File: config.mk
export PLATFORM = sky130hd
export DESIGN_NAME = tcc_channel
export DESIGN_NICKNAME = d
export VERILOG_FILES = /design/src/rtl/tcc_pkg.sv /design/src/rtl/tcc_ctrl_reg.sv /design/src/rtl/tcc_nb_gate.sv /design/src/rtl/tcc_pin_sync.sv /design/src/rtl/tcc_gr_unit.sv /design/src/rtl/tcc_channel.sv
export SDC_FILE = /design/constraint.sdc
export NUM_CORES = 1
export LEC_CHECK = 0
export CORE_AREA = 3 3 90 92
export DETAILED_ROUTE_END_ITERATION = 10
export DIE_AREA = 0 0 93 95
export PLACE_DENSITY = 0.74
export SLEW_MARGIN = 25
export SYNTH_ARGS = -nofsm -noshare
export SYNTH_HDL_FRONTEND = slang
export SYNTH_SLANG_ARGS = --single-unit
export TNS_END_PERCENT = 5
File: constraint.sdc
create_clock -name clk -period 1.61 [get_ports clk]
set_input_delay 0.322 -clock clk [delete_from_list [all_inputs] [get_ports clk]]
set_output_delay 0.322 -clock clk [all_outputs]
set_load 0.01 [all_outputs]
File: src/rtl/tcc_pkg.sv
package tcc_pkg;

   typedef enum logic [1:0] {
      ACT_NONE = 2'b00,
      ACT_LOW  = 2'b01,
      ACT_HIGH = 2'b10,
      ACT_TOG  = 2'b11
   } tcc_act_e;

   typedef enum logic [1:0] {
      SRC_CMP = 2'd0,
      SRC_PIN = 2'd1,
      SRC_NB  = 2'd2
   } tcc_src_e;

   typedef struct packed {
      tcc_src_e   src;
      tcc_act_e   act;
      logic       init_lvl;
      logic [1:0] edge_sel;
   } tcc_mode_t;

   localparam int FIELD_W = 4;
   localparam int NUM_GR  = 2;
   localparam int CTRL_W  = FIELD_W * NUM_GR;

   function automatic tcc_mode_t tcc_decode(input logic [FIELD_W-1:0] f);
      tcc_mode_t m;
      if (!f[3])
         m.src = SRC_CMP;
      else if (f[2])
         m.src = SRC_NB;
      else
         m.src = SRC_PIN;
      m.act      = tcc_act_e'(f[1:0]);
      m.init_lvl = f[2];
      m.edge_sel = f[1:0];
      return m;
   endfunction

endpackage

File: src/rtl/tcc_ctrl_reg.sv
module tcc_ctrl_reg
   import tcc_pkg::*;
#(
   parameter int W = CTRL_W
) (
   input  logic         clk,
   input  logic         rst_n,
   input  logic         wr,
   input  logic [W-1:0] din,
   output logic [W-1:0] q
);

   always_ff @(posedge clk or negedge rst_n) begin
      if (!rst_n)
         q <= '0;
      else if (wr)
         q <= din;
   end

endmodule

File: src/rtl/tcc_nb_gate.sv
module tcc_nb_gate #(
   parameter int PSC_W         = 3,
   parameter bit BLOCK_UNDIV   = 1'b1
) (
   input  logic [PSC_W-1:0] psc,
   input  logic             evt,
   output logic             evt_ok
);

   generate
      if (BLOCK_UNDIV) begin : g_block
         // undivided neighbour clock gives no capture trigger
         assign evt_ok = evt && (psc != '0);
      end else begin : g_pass
         logic unused_psc;
         assign unused_psc = ^psc;
         assign evt_ok     = evt;
      end
   endgenerate

endmodule

File: src/rtl/tcc_pin_sync.sv
module tcc_pin_sync #(
   parameter int STAGES = 2
) (
   input  logic clk,
   input  logic rst_n,
   input  logic pin,
   output logic rise,
   output logic fall
);

   logic [STAGES-1:0] chain;
   logic              prev;

   generate
      for (genvar i = 0; i < STAGES; i++) begin : g_stage
         if (i == 0) begin : g_first
            always_ff @(posedge clk or negedge rst_n) begin
               if (!rst_n) chain[0] <= 1'b0;
               else        chain[0] <= pin;
            end
         end else begin : g_next
            always_ff @(posedge clk or negedge rst_n) begin
               if (!rst_n) chain[i] <= 1'b0;
               else        chain[i] <= chain[i-1];
            end
         end
      end
   endgenerate

   always_ff @(posedge clk or negedge rst_n) begin
      if (!rst_n) prev <= 1'b0;
      else        prev <= chain[STAGES-1];
   end

   assign rise = chain[STAGES-1] & ~prev;
   assign fall = ~chain[STAGES-1] & prev;

endmodule

File: src/rtl/tcc_gr_unit.sv
module tcc_gr_unit
   import tcc_pkg::*;
#(
   parameter int CNT_W  = 16,
   parameter int STAGES = 2
) (
   input  logic               clk,
   input  logic               rst_n,
   input  logic [FIELD_W-1:0] field,
   input  logic [FIELD_W-1:0] field_new,
   input  logic               field_wr,
   input  logic               gr_wr,
   input  logic [CNT_W-1:0]   wr_data,
   input  logic [CNT_W-1:0]   cnt_val,
   input  logic               cnt_en,
   input  logic               nb_ok,
   input  logic               pin_in,
   output logic [CNT_W-1:0]   gr_q,
   output logic               pin_out,
   output logic               pin_oe
);

   tcc_mode_t mode;
   tcc_mode_t mode_new;
   logic      rise, fall;
   logic      cap_pin, cap_nb, cap;
   logic      match;

   assign mode     = tcc_decode(field);
   assign mode_new = tcc_decode(field_new);

   tcc_pin_sync #(.STAGES(STAGES)) u_sync (
      .clk  (clk),
      .rst_n(rst_n),
      .pin  (pin_in),
      .rise (rise),
      .fall (fall)
   );

   // edge selection
   always_comb begin
      cap_pin = 1'b0;
      if (mode.src == SRC_PIN) begin
         unique case (mode.edge_sel)
            2'b00:   cap_pin = rise;
            2'b01:   cap_pin = fall;
            default: cap_pin = rise | fall;
         endcase
      end
   end

   // neighbour-sourced capture
   assign cap_nb = (mode.src == SRC_NB) && nb_ok;
   assign cap    = cap_pin | cap_nb;

   // capture has priority over a software write
   always_ff @(posedge clk or negedge rst_n) begin
      if (!rst_n)
         gr_q <= '0;
      else if (cap)
         gr_q <= cnt_val;
      else if (gr_wr)
         gr_q <= wr_data;
   end

   assign match = (mode.src == SRC_CMP) && cnt_en && (cnt_val == gr_q);

   // pin level
   always_ff @(posedge clk or negedge rst_n) begin
      if (!rst_n)
         pin_out <= 1'b0;
      else if (field_wr && (mode_new.src == SRC_CMP))
         pin_out <= mode_new.init_lvl;
      else if (match) begin
         unique case (mode.act)
            ACT_LOW:  pin_out <= 1'b0;
            ACT_HIGH: pin_out <= 1'b1;
            ACT_TOG:  pin_out <= ~pin_out;
            default:  pin_out <= pin_out;
         endcase
      end
   end


   assign pin_oe = (mode.src == SRC_CMP) && (mode.act != ACT_NONE);

endmodule

File: src/rtl/tcc_channel.sv
module tcc_channel
   import tcc_pkg::*;
#(
   parameter int CNT_W       = 16,
   parameter int PSC_W       = 3,
   parameter int SYNC_STAGES = 2,
   parameter bit BLOCK_UNDIV = 1'b1
) (
   input  logic             clk,
   input  logic             rst_n,
   input  logic             wr_en,
   input  logic [1:0]       wr_sel,
   input  logic [CNT_W-1:0] wr_data,
   input  logic [CNT_W-1:0] cnt_val,
   input  logic             cnt_en,
   input  logic [PSC_W-1:0] nb_psc,
   input  logic             nb_cnt_evt,
   input  logic             pin_a_in,
   input  logic             pin_b_in,
   output logic [7:0]       ctrl_q,
   output logic [CNT_W-1:0] gr_a,
   output logic [CNT_W-1:0] gr_b,
   output logic             pin_a_out,
   output logic             pin_a_oe,
   output logic             pin_b_out,
   output logic             pin_b_oe
);

   localparam logic [1:0] SEL_CTRL = 2'd0;

   generate
      if (CNT_W < CTRL_W) begin : g_bad_width
         $error("CNT_W must be at least the control register width");
      end
      if (SYNC_STAGES < 2) begin : g_bad_sync
         $error("SYNC_STAGES must be at least 2");
      end
      if (PSC_W < 1) begin : g_bad_psc
         $error("PSC_W must be at least 1");
      end
   endgenerate

   logic             ctrl_wr;
   logic             nb_ok;
   logic [CNT_W-1:0] gr_v   [NUM_GR];
   logic [NUM_GR-1:0] pin_o, pin_e, pin_i;

   assign ctrl_wr = wr_en && (wr_sel == SEL_CTRL);
   assign pin_i   = {pin_b_in, pin_a_in};


   tcc_ctrl_reg #(.W(CTRL_W)) u_ctrl (
      .clk  (clk),
      .rst_n(rst_n),
      .wr   (ctrl_wr),
      .din  (wr_data[CTRL_W-1:0]),
      .q    (ctrl_q)
   );

   tcc_nb_gate #(.PSC_W(PSC_W), .BLOCK_UNDIV(BLOCK_UNDIV)) u_nb (
      .psc   (nb_psc),
      .evt   (nb_cnt_evt),
      .evt_ok(nb_ok)
   );

   generate
      for (genvar g = 0; g < NUM_GR; g++) begin : g_gr
         logic gr_wr;
         assign gr_wr = wr_en && (wr_sel == 2'(g + 1));

         tcc_gr_unit #(.CNT_W(CNT_W), .STAGES(SYNC_STAGES)) u_unit (
            .clk      (clk),
            .rst_n    (rst_n),
            .field    (ctrl_q[FIELD_W*g +: FIELD_W]),
            .field_new(wr_data[FIELD_W*g +: FIELD_W]),
            .field_wr (ctrl_wr),
            .gr_wr    (gr_wr),
            .wr_data  (wr_data),
            .cnt_val  (cnt_val),
            .cnt_en   (cnt_en),
            .nb_ok    (nb_ok),
            .pin_in   (pin_i[g]),
            .gr_q     (gr_v[g]),
            .pin_out  (pin_o[g]),
            .pin_oe   (pin_e[g])
         );
      end
   endgenerate

   assign gr_a      = gr_v[0];
   assign gr_b      = gr_v[1];
   assign pin_a_out = pin_o[0];
   assign pin_a_oe  = pin_e[0];
   assign pin_b_out = pin_o[1];
   assign pin_b_oe  = pin_e[1];

endmodule

==> key figures, run 1 <==
STA
  • Sum Neg Setup Slack: -1080 ps
  • Final WS setup: -88.5 ps
  • Least-Margin Pin Slew: 310 ps
  • Clk_skew: 14.2 ps
  • RSZ-0062 raised after global routing: true
  • Final slew viol count: 0
  • # setup viols final: 20
  • Tcrit/Tclk final: 105%
  • Slew HR: 79.2%
  • Max Clk Rate: 589 MHz
  • Hold slack: 355 ps
  • Final Hold Viols: 0
  • Minimum clock period: 1700 ps

Route
  • Drt drc: 0
  • Met1 wire length: 3360 µm
  • Vias: 2271
  • WL final: 7780 µm
  • Post-route ant nets: 0
  • Met3 wire length: 454 µm
  • Highest metal layer with signal wires: met4
  • DR WL/cell: 16.8 µm
  • Met2 WL: 3880 µm
  • Avg Vias per Cell: 4.90
  • Drt pass-1 iters: 4
  • Iter 0 DRT Violations: 79

Flow run
  • Max Cap Viol: 0

Status
  • Failing checks: negative setup slack
  • Outcome: complete, but fails checks

Setup path
  • Max incr delay on CP: 380 ps
  • WP data required: 1810 ps
  • Flop2flop setup slack: -90 ps
  • R2R depth: 8
  • Crit Path Category: flop to flop
  • CP cell instances: inv_1, ha_1, and2_4, a211oi_4, o21ai_4, clkbuf_16, nor2_2, a21oi_1
  • WP data arrival: 1900 ps
  • CP max-delay cell: dfrtp_1
  • CP Capture Type: flop
  • Crit path launch type: flop
  • Max FO, Critical Path: 8

Finish
  • Flip-flop and latch area: 1200 µm²
  • Antenna Diode Count: 0
  • Post-Layout Cell Count: 463
  • Multi-input gate area: 1460 µm²
  • Area growth from synthesis to layout: 63.4%
  • FILL cells: 659
  • Final Cell Area: 4220 µm²
  • Final net count: 411
  • Layout cells sized above 1: 23.4%

Clock network
  • TritonCTS clock tree: yes
  • Clk buf depth: 2
  • Root buf cell: clkbuf_8
  • Clock Pin Slew Worst Setup and Hold Paths: 90 ps
  • Worst-Skew Late Latency: 310 ps
  • Clock sinks: 48
  • CTS buffer count: 5
  • H-tree depth: 2

Floorplanning
  • Initial Util: 35.4%
  • Die area: 8840 µm²
  • Die width: 93 µm
  • Die Ht: 95 µm
  • Core footprint: 7290 µm²
  • I/O pins: 88
  • Row cnt: 31

Min path
  • Class of the worst hold path: flop to flop
  • Hold Crit Depth: 0

GRT
  • First-pass GRT wire length: 11500 µm
  • Remaining global-route overflow: 0
  • Largest net degree at the start of global routing: 49
  • Tot GR Track Use: 16.9%
  • Vias in the first global route: 2227
  • Initial antenna violation count: 0

Pwr
  • Switching share of total power: 37.0%
  • Pwr dens: 1310 nW/µm²
  • P_int: 0.00348 W
  • Worst vdd ir: 0.641 mV
  • Power share of the clock group: 16.5%
  • Combinational share of power: 46.9%
  • Net load switching power: 0.00205 W
  • Seq pwr share: 36.6%
  • Leak pwr: 2.15 nW

Synth
  • Synth warnings: 0
  • Synth cell types: 25
  • Post-synthesis register bit count: 48
  • Post-Syn Instances: 246
  • Syn nets: 294
  • Mapped Area: 2580 µm²
  • Synth Area per Inst: 10.5 µm²
  • Seq/Total Area, Yosys: 46.5%

Placed design
  • Final Wtd Congestion: 0.787
  • Inst Count DP: 450
  • Dpl hpwl: 5420 µm
  • I/O Buffers: 87
  • Placed cell areas: 3810 µm²
[cell usage after synthesis (all sizes together)]
cell type  count  share of area (%)
buf            9                1.7
a31oi          2               0.48
clkbuf         2               0.29
xnor2          8                2.7
nor2          38                5.5
and4           2               0.68
nand2b         2               0.48
and2           2               0.48
mux2i         34                 13
o21ai          6                1.2
nor3b          1               0.29
a211oi         2               0.58
nand3          4               0.77
a21oi         32                6.2
ha             4                1.9
a2111o         2               0.87
nand3b         2               0.58
mux2           6                2.6
inv            6               0.87
nor4           6                2.9
xor2          24                8.1
nand2          2               0.29
dfrtp         48                 46
o311a          2               0.77
[flip-flops by register name, summed over array words and instances, names as in the netlist]
name	flops
g_gr.u_unit.u_sync.prev	2
g_gr.u_unit.pin_out	2
g_gr.u_unit.gr_q	32
g_gr.u_unit.u_sync.chain	4
u_ctrl.q	8
[placed cells by master, fill, tap and decap left out, types with 8 or more instances in the layout]
master	netlist	layout
a21oi_1	32	29
xor2_1	24	22
dlygate4sd2_1	0	16
mux2i_1	34	33
dfrtp_1	48	47
buf_4	0	24
nor2_2	0	15
clkdlybuf4s50_1	0	31
xnor2_1	8	8
nor2_1	38	21
dlymetal6s2s_1	0	37
[critical path: cells and delay by family (launching register included)]
family / cells / cell delay (ps)
AOI/OAI and AO/OA: 3 / 420
adders and majority gates: 1 / 290
buffers and inverters: 2 / 240
DFF: 1 / 380
and+or+nand+nor: 2 / 260
[repair_timing]
action / in CTS / in global routing
gates resized for setup: 19 / 74
setup buffers: 0 / 1
hold buffers: 1 / 0
pin swaps: 2 / 13
endpoints found under the setup margin: 37 / 60
endpoints found under the hold margin: 38 / 0
gates cloned: 0 / 3
[logic make-up after synthesis]
family                     Yosys count  share of synthesized area (%)
muxes                               40                           15.8
adders and majority gates            4                           1.94
DFF                                 48                           46.5
and+or+nand+nor                     59                           12.0
xor gates and xnor gates            32                           10.8
buffers and inverters               17                           2.90
AOI/OAI and AO/OA                   46                           10.1
[metrics by stage]
stage	setup WS, ps	power [W]	util, %
finish	-88.5	0.00553	57.9
floorplan	56.0	0.00310	-
global placement	-463	0.00455	52.2
CTS	-185	0.00542	53.8
global route	-165	0.00588	57.9
detailed placement	-520	0.00460	52.2
[final timing paths]
kind / start / endpoint
setup reg to reg: g_gr[0].u_unit.u_sync.chain[1] / g_gr[0].u_unit.gr_q[15]
hold / removal: g_gr[0].u_unit.u_sync.chain[0] / g_gr[0].u_unit.u_sync.chain[1]
min in group asynchronous: rst_n / u_ctrl.q[2]
max in group asynchronous: rst_n / u_ctrl.q[0]
setup / recovery: g_gr[0].u_unit.u_sync.chain[1] / g_gr[0].u_unit.gr_q[15]
hold reg to reg: g_gr[0].u_unit.u_sync.chain[0] / g_gr[0].u_unit.u_sync.chain[1]
[power by group through the flow]
stage	Combinational (W)	Clock, W	Sequential, W
5_1_grt	0.00281	0.000982	0.00208
6_report	0.00259	0.000911	0.00202
4_1_cts	0.00247	0.000923	0.00202
3_5_place_dp	0.00256	0	0.00204
3_3_place_gp	0.00253	0	0.00202
2_1_floorplan	0.000925	0	0.00217
[metal layers]
metal,track usage [%],vias up
li1,-,1085
met5,0,-
met1,22.1,1110
met4,4.15,0
met3,4.70,7
met2,27.8,69
[cell type report]
cell class	instances	share of cell area, %
Multi-Input combinational cell	181	34.5
Timing Repair Buffer	121	30.8
Sequential cell	48	28.5
Tap cell	99	2.93
Clock buffer	5	1.63
Clock inverter	3	1.10
Inverter	6	0.533
(Power assumes the default switching activity.)
==> inputs of run 2 (changes only) <==
CELL_PAD_IN_SITES_DETAIL_PLACEMENT = 1   (was default)
CELL_PAD_IN_SITES_GLOBAL_PLACEMENT = 2   (was default)
CORE_AREA = 3 3 106 108   (was 3 3 90 92)
DIE_AREA = 0 0 109 111   (was 0 0 93 95)
PLACE_DENSITY = 0.83   (was 0.74)
==> key figures, run 2 (same netlist as run 1, synthesis figures left out) <==
Finish
  • FILL cells: 1164
  • Layout cells sized above 1: 18.5%
  • Post-route core utilization: 39.3%
  • Top reg by flops: g_gr.u_unit.gr_q
  • Commonest non-fill, non-tap cell in the layout: dfrtp_1
  • Largest regs: g_gr.u_unit.gr_q: 32 flops, u_ctrl.q: 8 flops, g_gr.u_unit.u_sync.chain: 4 flops
  • Area growth from synthesis to layout: 56.8%
  • Max FFs per register: 32
  • Final net count: 419
  • Commonest non-fill, non-tap cells in the layout: dfrtp_1, dlygate4sd2_1, buf_4, nor2_1, mux2i_1
  • Antenna Diode Count: 0

Floorplanning
  • Die Ht: 111 µm
  • Initial Util: 25.0%
  • Die area: 12100 µm²
  • Die width: 109 µm
  • I/O pins: 88
  • Core footprint: 10300 µm²
  • Row cnt: 37

GRT
  • Initial antenna violation count: 0
  • Vias in the first global route: 2527
  • Largest net degree at the start of global routing: 49
  • First-pass GRT wire length: 13500 µm
  • Remaining global-route overflow: 0
  • Tot GR Track Use: 14.5%

STA
  • Tcrit/Tclk final: 103%
  • Least-Margin Pin Slew: 269 ps
  • Final WS setup: -50.4 ps
  • Sum Neg Setup Slack: -144 ps
  • Final Hold Viols: 0
  • RSZ-0062 raised after global routing: true
  • Minimum clock period: 1660 ps
  • Final slew viol count: 0
  • Hold slack: 358 ps
  • Max Clk Rate: 602 MHz
  • Slew HR: 81.9%
  • # setup viols final: 13
  • Clk_skew: 5.87 ps

Placed design
  • Dpl hpwl: 6540 µm
  • Final Wtd Congestion: 0.810
  • I/O Buffers: 87

Pwr
  • Combinational share of power: 46.5%
  • Leak pwr: 1.97 nW
  • Worst vdd ir: 0.488 mV
  • Power share of the clock group: 16.6%
  • Seq pwr share: 37.0%
  • Switching share of total power: 36.9%
  • P_int: 0.00340 W
  • Pwr dens: 1330 nW/µm²
  • Net load switching power: 0.00198 W

Min path
  • Hold EP: g_gr[1].u_unit.u_sync.chain[1]
  • Hold Path Origin: g_gr[1].u_unit.u_sync.chain[0]
  • Class of the worst hold path: flop to flop
  • Hold Crit Depth: 0

Clock network
  • Worst-Skew Late Latency: 300 ps
  • Postcts setup bufs: 0
  • CTS buffer count: 5
  • Clk buf depth: 2
  • H-tree depth: 2
  • Root buf cell: clkbuf_8
  • Clock sinks: 48
  • TritonCTS clock tree: yes
  • Clock Pin Slew Worst Setup and Hold Paths: 100 ps

Setup path
  • R2R depth: 5
  • WP data required: 1840 ps
  • Crit path launch type: flop
  • Reg-to-reg endpoint: g_gr[0].u_unit.pin_out
  • CP Capture Type: flop
  • Flop2flop setup slack: -50 ps
  • WP data arrival: 1890 ps
  • Crit Path Category: flop to flop
  • Max FO, Critical Path: 3
  • R2R Path Start: g_gr[0].u_unit.gr_q[2]

Route
  • Avg Vias per Cell: 4.52
  • Iter 0 DRT Violations: 47
  • DR WL/cell: 16.9 µm
  • Drt pass-1 iters: 4
  • Drt drc: 0
  • Post-route ant nets: 0
  • Vias: 2295
  • WL final: 8580 µm

Flow run
  • Max Cap Viol: 0

Status
  • Failing checks: negative setup slack
  • Outcome: complete, but fails checks
==> run 2: cell types whose count changed in the layout (fill, tap and decap cells not counted), sizes merged <==
cell	change
buf	+9
dlymetal6s2s	-27
clkinv	+1
clkinvlp	-1
clkdlybuf4s50	-1
clkbuf	-1
dlygate4sd2	+29
inv	-1
==> run 2: worst max-delay path, stage by stage, from the launching register on <==
cell,delay [ps]
dfrtp_1,420
xor2_1,170
nor4_2,330
nand3_1,140
a2111o_1,360
a31oi_1,160
==> run 2: how the worst max path moves through the flow <==
stage	startpoint	to	depth (start not counted)
floorplan	g_gr[0].u_unit.u_sync.chain[1]	g_gr[0].u_unit.gr_q[12]	8
global placement	cnt_val[4]	g_gr[1].u_unit.pin_out	6
detailed placement	cnt_val[3]	g_gr[1].u_unit.pin_out	6
CTS	cnt_val[4]	g_gr[0].u_unit.pin_out	6
global route	g_gr[1].u_unit.u_sync.chain[1]	g_gr[1].u_unit.gr_q[12]	8
finish	g_gr[0].u_unit.gr_q[2]	g_gr[0].u_unit.pin_out	5
==> run 2: cell type report <==
| type | count | area, µm² | area share (%) |
|---|---|---|---|
| clock inverters | 2 | 35.0 | 0.864 |
| repair buffers | 129 | 1210 | 30.0 |
| inverters | 6 | 22.5 | 0.556 |
| clock buffers | 6 | 72.6 | 1.79 |
| flip-flops and latches | 48 | 1200 | 29.6 |
| well taps | 136 | 170 | 4.20 |
| multi-input cells | 181 | 1340 | 33.0 |
==> run 2: repair_timing <==
| item | CTS | global route |
|---|---|---|
| setup endpoints to repair | 68 | 46 |
| pin swaps | 7 | 3 |
| resized for setup | 49 | 14 |
| hold endpoints to repair | 2 | 0 |
| hold buffers | 1 | 0 |
==> run 2: power groups by stage <==
stage	registers (W)	clock network (W)	logic, W
2_1_floorplan	0.00217	0	0.000925
3_5_place_dp	0.00202	0	0.00279
6_report	0.00199	0.000892	0.00250
5_1_grt	0.00205	0.000978	0.00275
4_1_cts	0.00200	0.000933	0.00257
3_3_place_gp	0.00200	0	0.00274
==> run 2: routing by layer <==
metal	vias up	track usage [%]	part of all wire, %
met1	1117	18.5	44
met4	0	4.46	2.0
li1	1102	-	-
met3	13	3.38	5.1
met2	63	23.9	49
met5	-	0	0
==> run 2: metrics by stage <==
step | total power (W) | cell area, µm² | setup slack (ps) | std cells
floorplan | 0.00310 | 2580 | 56.0 | 246
global placement | 0.00474 | 3950 | -506 | 499
detailed placement | 0.00481 | 3950 | -524 | 499
CTS | 0.00551 | 4020 | -119 | 508
global route | 0.00579 | 4050 | -135 | 508
finish | 0.00538 | 4050 | -50.4 | 508
==> inputs of run 3 (changes only) <==
HOLD_SLACK_MARGIN = 0.15   (was default)
==> results of run 3 <==
The final DEF is identical to that of run 2; final timing and power are the same.
